[config.mk]
export PLATFORM = sky130hd
export DESIGN_NAME = bus_break_cmp
export DESIGN_NICKNAME = d
export VERILOG_FILES = /design/src/rtl/bbc_pkg.sv /design/src/rtl/bbc_data_match.sv /design/src/rtl/bbc_channel.sv /design/src/rtl/bus_break_cmp.sv
export SDC_FILE = /design/constraint.sdc
export NUM_CORES = 1
export LEC_CHECK = 0
export BUFFER_PORTS_ARGS = -buffer_cell sky130_fd_sc_hd__buf_2
export CORE_UTILIZATION = 30
export DETAILED_ROUTE_END_ITERATION = 10
export SYNTH_ARGS = -nofsm -noshare
export SYNTH_HDL_FRONTEND = slang
export SYNTH_SLANG_ARGS = --single-unit
[constraint.sdc]
create_clock -name clk -period 3 [get_ports clk]
set_input_delay 0.3 -clock clk [delete_from_list [all_inputs] [get_ports clk]]
set_output_delay 0.3 -clock clk [all_outputs]
set_load 0.005 [all_outputs]
[src/rtl/bbc_pkg.sv]
package bbc_pkg;
    localparam int NUM_CH    = 3;
    localparam int ADDR_W    = 32;
    localparam int DATA_W    = 32;
    localparam int CNT_W     = 16;
    localparam int LANES     = DATA_W / 8;
    localparam int CTRL_W    = 12;

    typedef enum logic [1:0] {SZ_BYTE, SZ_WORD, SZ_LONG, SZ_RSVD} size_e;
    typedef enum logic [1:0] {BT_CPU_ALL, BT_CPU_DATA, BT_MISS_DMA, BT_RSVD} bus_sel_e;

    typedef struct packed {
        size_e    dsize;
        bus_sel_e bsel;
        logic     cnt_en;
        logic     io_en;
        logic     bus_en;
        logic     rw_val;
        logic     rw_en;
        logic     data_en;
        logic     addr_pc;
        logic     addr_en;
    } ctrl_t;

    typedef struct packed {
        logic [ADDR_W-1:0] addr;
        logic [ADDR_W-1:0] pc;
        logic [DATA_W-1:0] data;
        size_e             size;
        logic              rd;
        logic              fetch;
        logic              hit;
        logic              dma;
        logic              io;
    } bus_t;

    function automatic logic [CTRL_W-1:0] cap_mask(input int ch);
        case (ch)
            0:       return 12'hFFF;
            1:       return 12'h33B;
            default: return 12'hF3F;
        endcase
    endfunction

    function automatic logic [LANES-1:0] lane_mask(input size_e sz, input logic [1:0] lo);
        case (sz)
            SZ_BYTE: return 4'b0001 << lo;
            SZ_WORD: return lo[1] ? 4'b1100 : 4'b0011;
            SZ_LONG: return 4'b1111;
            default: return 4'b0000;
        endcase
    endfunction

    function automatic logic bus_type_ok(input bus_sel_e sel, input logic fetch,
                                         input logic hit, input logic dma);
        case (sel)
            BT_CPU_ALL:  return !dma;
            BT_CPU_DATA: return !dma && !fetch;
            BT_MISS_DMA: return dma || !hit;
            default:     return 1'b0;
        endcase
    endfunction
endpackage

[src/rtl/bbc_data_match.sv]
module bbc_data_match
    import bbc_pkg::*;
(
    input  logic [DATA_W-1:0] bus_data,
    input  size_e             bus_size,
    input  logic [1:0]        addr_lo,
    input  logic [DATA_W-1:0] ref_data,
    input  size_e             ref_size,
    output logic              match
);
    logic [LANES-1:0] lanes;
    logic [LANES-1:0] lane_ok;

    assign lanes = lane_mask(bus_size, addr_lo);

    for (genvar k = 0; k < LANES; k++) begin : g_lane
        assign lane_ok[k] = !lanes[k] || (bus_data[8*k +: 8] == ref_data[8*k +: 8]);
    end

    assign match = (bus_size == ref_size) && (ref_size != SZ_RSVD) && (&lane_ok);
endmodule

[src/rtl/bbc_channel.sv]
module bbc_channel
    import bbc_pkg::*;
#(
    parameter int CH_IDX = 0
) (
    input  logic              clk,
    input  logic              rst,
    input  logic              wr_en,
    input  logic [1:0]        wr_reg,
    input  logic [DATA_W-1:0] wr_data,
    input  logic              bus_valid,
    input  bus_t              bus,
    input  logic              mute,
    output logic              hit
);
    localparam logic [CTRL_W-1:0] CAP = cap_mask(CH_IDX);

    ctrl_t             ctrl_q;
    logic [ADDR_W-1:0] addr_q;
    logic [DATA_W-1:0] data_q;
    logic [CNT_W-1:0]  cinit_q;
    logic [CNT_W-1:0]  cnt_q;
    logic              hit_q;

    logic any_en, addr_ok, data_ok, rw_ok, bt_ok, io_ok, cond, fire;
    logic data_eq;

    bbc_data_match u_dm (
        .bus_data (bus.data),
        .bus_size (bus.size),
        .addr_lo  (bus.addr[1:0]),
        .ref_data (data_q),
        .ref_size (ctrl_q.dsize),
        .match    (data_eq)
    );

    always_comb begin
        any_en  = ctrl_q.addr_en | ctrl_q.data_en | ctrl_q.rw_en | ctrl_q.bus_en | ctrl_q.io_en;
        addr_ok = !ctrl_q.addr_en || ((ctrl_q.addr_pc ? bus.pc : bus.addr) == addr_q);
        data_ok = !ctrl_q.data_en || data_eq;
        rw_ok   = !ctrl_q.rw_en   || (bus.rd == ctrl_q.rw_val);
        bt_ok   = !ctrl_q.bus_en  || bus_type_ok(ctrl_q.bsel, bus.fetch, bus.hit, bus.dma);
        io_ok   = !ctrl_q.io_en   || bus.io;
        cond    = bus_valid && any_en && addr_ok && data_ok && rw_ok && bt_ok && io_ok;
        fire    = cond && (!ctrl_q.cnt_en || (cnt_q == CNT_W'(1)));
    end

    always_ff @(posedge clk) begin
        if (rst) begin
            ctrl_q  <= '0;
            addr_q  <= '0;
            data_q  <= '0;
            cinit_q <= '0;
            cnt_q   <= '0;
            hit_q   <= 1'b0;
        end else begin
            hit_q <= fire && !mute;
            if (wr_en) begin
                case (wr_reg)
                    2'd0: ctrl_q  <= ctrl_t'(wr_data[CTRL_W-1:0] & CAP);
                    2'd1: addr_q  <= wr_data;
                    2'd2: data_q  <= wr_data;
                    default: cinit_q <= wr_data[CNT_W-1:0];
                endcase
                cnt_q <= (wr_reg == 2'd3) ? wr_data[CNT_W-1:0] : cinit_q;
            end else if (cond && ctrl_q.cnt_en && (cnt_q != '0)) begin
                cnt_q <= cnt_q - CNT_W'(1);
            end
        end
    end

    assign hit = hit_q;

    a_r2_idle_quiet: assert property (@(posedge clk) disable iff (rst)
        !bus_valid |=> !hit_q);
    a_r2_no_enable_quiet: assert property (@(posedge clk) disable iff (rst)
        !any_en |=> !hit_q);
    a_r4_size_mismatch: assert property (@(posedge clk) disable iff (rst)
        (bus_valid && ctrl_q.data_en && (bus.size != ctrl_q.dsize)) |=> !hit_q);
    a_r9_exhausted: assert property (@(posedge clk) disable iff (rst)
        (ctrl_q.cnt_en && (cnt_q == '0)) |=> !hit_q);
endmodule

[src/rtl/bus_break_cmp.sv]
module bus_break_cmp
    import bbc_pkg::*;
(
    input  logic                clk,
    input  logic                rst,
    input  logic                cfg_we,
    input  logic [3:0]          cfg_sel,
    input  logic [DATA_W-1:0]   cfg_wdata,
    input  logic                bus_valid,
    input  logic [ADDR_W-1:0]   bus_addr,
    input  logic [ADDR_W-1:0]   bus_pc,
    input  logic [DATA_W-1:0]   bus_data,
    input  logic [1:0]          bus_size,
    input  logic                bus_read,
    input  logic                bus_fetch,
    input  logic                bus_cache_hit,
    input  logic                bus_dma,
    input  logic                bus_io,
    input  logic                step_mode,
    output logic [NUM_CH-1:0]   brk_hit,
    output logic                brk_any
);
    bus_t bus;

    always_comb begin
        bus.addr  = bus_addr;
        bus.pc    = bus_pc;
        bus.data  = bus_data;
        bus.size  = size_e'(bus_size);
        bus.rd    = bus_read;
        bus.fetch = bus_fetch;
        bus.hit   = bus_cache_hit;
        bus.dma   = bus_dma;
        bus.io    = bus_io;
    end

    for (genvar g = 0; g < NUM_CH; g++) begin : g_ch
        bbc_channel #(.CH_IDX(g)) u_ch (
            .clk       (clk),
            .rst       (rst),
            .wr_en     (cfg_we && (cfg_sel[3:2] == 2'(g))),
            .wr_reg    (cfg_sel[1:0]),
            .wr_data   (cfg_wdata),
            .bus_valid (bus_valid),
            .bus       (bus),
            .mute      ((g == 1) ? step_mode : 1'b0),
            .hit       (brk_hit[g])
        );
    end

    assign brk_any = |brk_hit;

    a_r11_step_mutes_ch2: assert property (@(posedge clk) disable iff (rst)
        step_mode |=> !brk_hit[1]);
endmodule

## Yosys cells after proc, flatten, opt, wreduce, memory -nomap -nowiden

Cells that the tools add are included.

- $add $sub $neg: 1
- Multipliers: 0
- Div/mod/pow operators: 0
- $lt $le $gt $ge: 0
- Eq/ne operators: 32
- Shifts and indexed selects: 1
- Multiplexer cells: 11
- Bitwise gates (word level): 10
- Reductions and logical operators: 91

Operators by type and width:

| cell | count |
|---|---|
| 32-bit equality test | 3 |
| 32-bit two-way mux | 3 |
| 8-bit equality test | 8 |
| 16-bit two-way mux | 3 |
| 1-bit logical AND | 27 |
| 1-bit logical OR | 22 |
| 1-bit zero test | 21 |
| 2-bit AND reduction | 9 |
| 16-bit by 1-bit equality test with 1-bit output, second input constant | 1 |
| 16-bit nonzero test | 1 |
| 16-bit by 1-bit subtractor with 16-bit output, second input constant | 1 |
| 2-bit equality test, second input constant | 7 |
| 2-bit by 1-bit equality test with 1-bit output, second input constant | 6 |
| 2-bit zero test | 6 |
| 4-bit one-hot mux with 3 select lines | 1 |
| 1-bit bitwise OR | 9 |
| 1-bit one-hot mux with 3 select lines | 3 |
| 4-bit AND reduction | 2 |
| 3-bit OR reduction | 2 |
| 2-bit equality test | 2 |
| 4-bit two-way mux | 1 |
| 2-bit inequality test, second input constant | 2 |
| 1-bit by 2-bit left shift with 4-bit output, first input constant | 1 |
| 1-bit equality test | 3 |
| other kinds (2) | 2 |

- Bits in registers: 224
- Latch bits: 0
- Bits in writable memories: 0
- ROM bits: 0
- Bits of input ports: 144
- Logic and storage cells: 180
- Memories kept: 0

## Depth between registers and ports, before layout

- Word-level depth: 15
- Depth in mapped cells: 12

## Hierarchy

Synthesis repeated with hierarchy kept, for this count alone.

- Cell total of the unflattened synthesis: 1,442
- Area total of the unflattened synthesis: 11,646.2 um2

Modules (own cells, without submodules):

| module | instances | cells each | area each (um2) | seq. area each (um2) |
|---|---|---|---|---|
| bbc_channel at g_ch[0].u_ch | 1 | 654 | 5,207.5 | 2,182.1 |
| bbc_channel at g_ch[2].u_ch | 1 | 409 | 3,355.7 | 1,501.4 |
| bbc_channel at g_ch[1].u_ch | 1 | 256 | 2,144.6 | 800.8 |
| bbc_data_match | 2 | 59 | 451.7 | 0.0 |
| bus_break_cmp | 1 | 5 | 35.0 | 0.0 |

## Worst setup path after synthesis

OpenSTA, ideal clock, no wires.

- Path type: register -> register
- Start: register g_ch[0].u_ch.cnt_q[8]
- End: register g_ch[0].u_ch.cnt_q[1]
- Arrival: 2.412 ns
- Setup slack: 0.492 ns
- Stages on the path, launching flop included: 9
- Cells stage by stage: dfxtp_1 > or4_1 > or3_1 > nand2b_1 > nor3_4 > nand2_2 > and2_1 > a2111o_1 > o311ai_1

- Cells in the longest elaborated chain, start to end: 3

Ends and longest elaborated chain:

| element | line | RTL |
|---|---|---|
| from (decl) | bbc_channel.sv:22 | `logic [CNT_W-1:0] cnt_q;` |
| from (signal assigned) | bbc_channel.sv:65 | `cnt_q <= (wr_reg == 2'd3) ? wr_data[CNT_W-1:0] : cinit_q;` |
| from (signal assigned) | bbc_channel.sv:67 | `cnt_q <= cnt_q - CNT_W'(1);` |
| 16-bit nonzero test | bbc_channel.sv:66 | `end else if (cond && ctrl_q.cnt_en && (cnt_q != '0)) begin` |
| 1-bit logical AND | bbc_channel.sv:66 |  |
| 2-bit nonzero test (no source line) | -- |  |

No other way between the ends.
A chain may end at the register's enable or synchronous reset.

## Worst setup path after layout

- Start: register g_ch[0].u_ch.ctrl_q[1] (netlist name)
- End: register g_ch[0].u_ch.cnt_q[12]

- Cells in the longest elaborated chain, start to end: 11

Ends and longest elaborated chain:

| element | line | RTL |
|---|---|---|
| from (decl) | bbc_channel.sv:18 | `ctrl_t ctrl_q;` |
| from (signal assigned) | bbc_channel.sv:60 | `2'd0: ctrl_q <= ctrl_t'(wr_data[CTRL_W-1:0] & CAP);` |
| 32-bit two-way mux | bbc_channel.sv:39 | `addr_ok = !ctrl_q.addr_en \|\| ((ctrl_q.addr_pc ? bus.pc : bus.addr) == addr_q);` |
| 32-bit equality test | bbc_channel.sv:39 |  |
| 1-bit logical OR | bbc_channel.sv:39 |  |
| 1-bit logical AND (5 in a row) | bbc_channel.sv:44 | `cond = bus_valid && any_en && addr_ok && data_ok && rw_ok && bt_ok && io_ok;` |
| 1-bit logical AND (2 in a row) | bbc_channel.sv:66 |  |
| 2-bit nonzero test (no source line) | -- |  |

No other way between the ends.

==> results.md <==
- Result of the run: complete, no violations
- Routability cong.: 0.9409
- DR WL/cell: around 19 um
- Die area: 39290 sq um
- Total routed wirelength: 39710 um
- Hold_sp: cfg_wdata[24]
- Fin crit period: 2945 ps
- Sw frac: 0.2605
- Dpl cells: 2046
- Starting Density: 0.3059
- Fraction of layout cells with a size suffix above 1: 0.1573
- Post-Syn Nets: 1607
- Tightest Hold Check Type: input port to flip-flop
- Hold EP: g_ch[1].u_ch.addr_q[24]$_SDFFE_PP0P_
- Largest net degree at the start of global routing: 120
- First-pass GRT wire length: about 60000 um
- Fin nets: about 1700
- CP Capture Type: flip-flop
- Most frequent cells in the layout: nand2_1, dfxtp_1, a21oi_1, buf_2, mux2i_1
- Clock buffer depth: 3
- Post-synth top area cell: dfxtp_1
- Internal power: 5.203 mW
- Gr usage total: 0.1973
- Fmax: between 0.3 and 0.4 GHz
- Post-route DRC: 0
- Type of the worst setup path: flip-flop to flip-flop
- # fillers: 3878
- Worst Path Max Fanout: 16
- Slew HR: 0.4222
- Net Sw Power: 1.833 mW
- RSZ-0062 raised after global routing: false
- GRT Residual Overflow: 0
- EDFF count, synth: 0
- CTS H-Tree Depth: 1
- Worst Slack Setup Final: approximately 55 ps
- Leakage Power: 4.663 nW
- PortBufs: about 150
- Crit-path max cell delay: roughly 480 ps
- CP max-delay cell: or4_1
- Reg2reg start: g_ch[0].u_ch.ctrl_q[1]$_SDFFE_PP0P_
- Mapped cell area: approximately 12000 sq um
- CP required: 3440 ps
- Core region area: roughly 38000 sq um
- Syn avg cell area: a little under 8 sq um
- Post-Synthesis Cells: between 1000 and 1500
- Synth top area share: 0.3883
- Post-DP Area: approximately 13000 sq um
- Number of global-route vias before repair: a little over 10000
- CP cell instances: buf_12 -> mux2i_1 -> xnor2_1 -> nor4_2 -> nand4_1 -> o41ai_4 -> buf_4 -> nand3_2 -> or4_1 -> a311oi_1
- DP Worst Slack: -25.70 ps
- Die extent in y: ~200 um
- Root Buffer: clkbuf_16
- Clock power frac: 0.455
- Skew-Pair Late Insertion Delay: roughly 530 ps
- Worst IR Drop VDD: between 0.0003 and 0.0004 V
- Via count: approximately 11000
- Ranking of synthesized cells by area: dfxtp_1, nand2_1, mux2i_1, a21oi_1, xnor2_1
- Power per standard cell area: approximately 510 nW/um^2
- Row count: 71
- Sequential area share after synthesis: 0.3883
- Reg clk slew, reported paths: approximately 70 ps
- First drt pass iteration count: 5
- Least-Margin Pin Slew: roughly 870 ps
- Min-Delay Path Depth: 3
- Synthesized flop and latch total: around 220
- WP buf/inv: 2
- Most common cell after layout, fill and taps aside: nand2_1
- MaxCap Viol Count: 0
- Fin crit share: 0.9816
- CP arrival: roughly 3400 ps
- Area growth from synthesis to layout: 19.20%
- Final ANT Viol Nets: 0
- Crit-path leading delay family: simple AND/OR/NAND/NOR gates
- R2R Setup Slk: between 50 and 60 ps
- Final Hold Fails: 0
- Num CTS Buffers: 26
- Initial antenna violation count: 3
- Asr flop ratio synth: 0
- Layout Skew: ~11 ps
- Crit path launch type: flip-flop
- Finished Layout Cells: between 2000 and 2500
- First-iteration detailed-routing DRC count: approximately 800
- Vias per cell: 5.062
- Gate power share: 0.111
- CTS tree: done
- Clock sinks: about 220
- Post-synth cell types: 54
- Ports: between 100 and 150
- Worst R2R End: g_ch[0].u_ch.cnt_q[12]$_SDFFE_PP0P_
- Yosys warns: 0
- Post-DP HPWL: roughly 28000 um
- Post-route cell area: about 14000 sq um
- Die span in x: slightly below 200 um
- # setup viols final: 0
- Seq pwr share: 0.434
- Main synth FF type: dfxtp_1
- Cells on worst reg2reg path: 10
- Max-slew violation total from the final report: 0
synthesized netlist by cell type, types with 3 or more instances:
master and instances:
and4_1 4, a211oi_1 6, and3_1 8, xnor2_1 104, and2_1 3, nand3_1 10, dfxtp_1 224, nand4_1 30
mux2i_1 122, a41oi_1 3, or4_1 3, nor3b_1 5, buf_6 3, nand2_1 423, a21oi_1 205, o21ai_0 16
xor2_1 61, or3_1 3, nor4_1 30, nor3_1 16, nor2_1 33, clkbuf_1 90, buf_1 5, nand2b_1 5
buf_4 5, nor2b_1 4
repair_timing:
item | CTS | global route
resized for setup | 1 | 6
hold buffers | 1 | 0
hold endpoints to repair | 1 | 0
pin swaps | 0 | 3
setup endpoints to repair | 3 | 11
setup buffers | 0 | 0
metal layers:
layer / global-route usage / wire length (um) / vias to the layer above
met4: 0.06173 / 1081 / 2
li1: - / - / 5143
met1: 0.2728 / 17750 / 5024
met5: 0 / 8 / -
met2: 0.3196 / 18260 / 366
met3: 0.02146 / 2597 / 70
layout make-up:
cell class / count / area, sq um / share of cell area
well taps: 511 / 639.4 / 0.04644
clock buffers: 35 / 775.7 / 0.05635
clock inverters: 12 / 100.1 / 0.007271
inverters: 3 / 11.26 / 0.0008180
repair buffers: 181 / 1075 / 0.07807
flip-flops and latches: 224 / 4488 / 0.3260
diodes: 1 / 2.502 / 0.0001818
multi-input cells: 1128 / 6675 / 0.4849
through the flow:
step                setup TNS, ps    util  power [mW]  hold WS (ps)
floorplan                       0       -       3.529         383.1
global placement                0  0.3401       3.883         443.7
detailed placement         -27.33  0.3401       3.888         449.0
CTS                             0  0.3638       7.097         38.52
global route                    0  0.3646       7.285         51.77
finish                          0  0.3646       7.036         56.75
cell families after synthesis:
family                   count (synthesis)  synth area share
AND/OR/NAND/NOR                        588            0.2212
XOR/XNOR                               165            0.1251
buffers and inverters                  109           0.03932
multiplexers                           122            0.1057
adder cells (fa/ha/maj)                  2          0.002166
flip-flops                             224            0.3883
AO/OA/AOI/OAI                          251            0.1182
worst min-delay path: stages:
cell and delay (ps):
buf_2 130, nand2_1 60, a21oi_1 50
sequential cells by signal, indices dropped and copies added, names as in the netlist:
name / flops
g_ch.u_ch.cinit_q: 16
g_ch.u_ch.cnt_q: 16
g_ch.u_ch.addr_q: 96
g_ch.u_ch.hit: 3
g_ch.u_ch.data_q: 64
g_ch.u_ch.ctrl_q: 29
worst max-delay path by stage:
stage | endpoint | cells after the start | startpoint | slack, ps
2_1_floorplan | g_ch[0].u_ch.cnt_q[1]$_SDFFE_PP0P_ | 8 | g_ch[0].u_ch.cnt_q[8]$_SDFFE_PP0P_ | 490
3_3_place_gp | g_ch[0].u_ch.cnt_q[12]$_SDFFE_PP0P_ | 10 | g_ch[0].u_ch.ctrl_q[1]$_SDFFE_PP0P_ | 20
3_5_place_dp | g_ch[0].u_ch.cnt_q[12]$_SDFFE_PP0P_ | 10 | g_ch[0].u_ch.ctrl_q[1]$_SDFFE_PP0P_ | -30
4_1_cts | g_ch[0].u_ch.cnt_q[12]$_SDFFE_PP0P_ | 10 | g_ch[0].u_ch.ctrl_q[1]$_SDFFE_PP0P_ | 4
5_1_grt | g_ch[0].u_ch.cnt_q[12]$_SDFFE_PP0P_ | 10 | g_ch[0].u_ch.ctrl_q[1]$_SDFFE_PP0P_ | 2
6_report | g_ch[0].u_ch.cnt_q[12]$_SDFFE_PP0P_ | 10 | g_ch[0].u_ch.ctrl_q[1]$_SDFFE_PP0P_ | 60
power groups by stage:
stage / Sequential, mW / Combinational, mW / Clock, mW
after global routing: 3.06 / 0.837 / 3.39
final: 3.05 / 0.781 / 3.20
after floorplan: 3.11 / 0.420 / 0
after CTS: 3.05 / 0.773 / 3.27
after detailed placement: 3.12 / 0.768 / 0
after global placement: 3.12 / 0.764 / 0
Note: power is estimated with default switching activity, not from simulation.
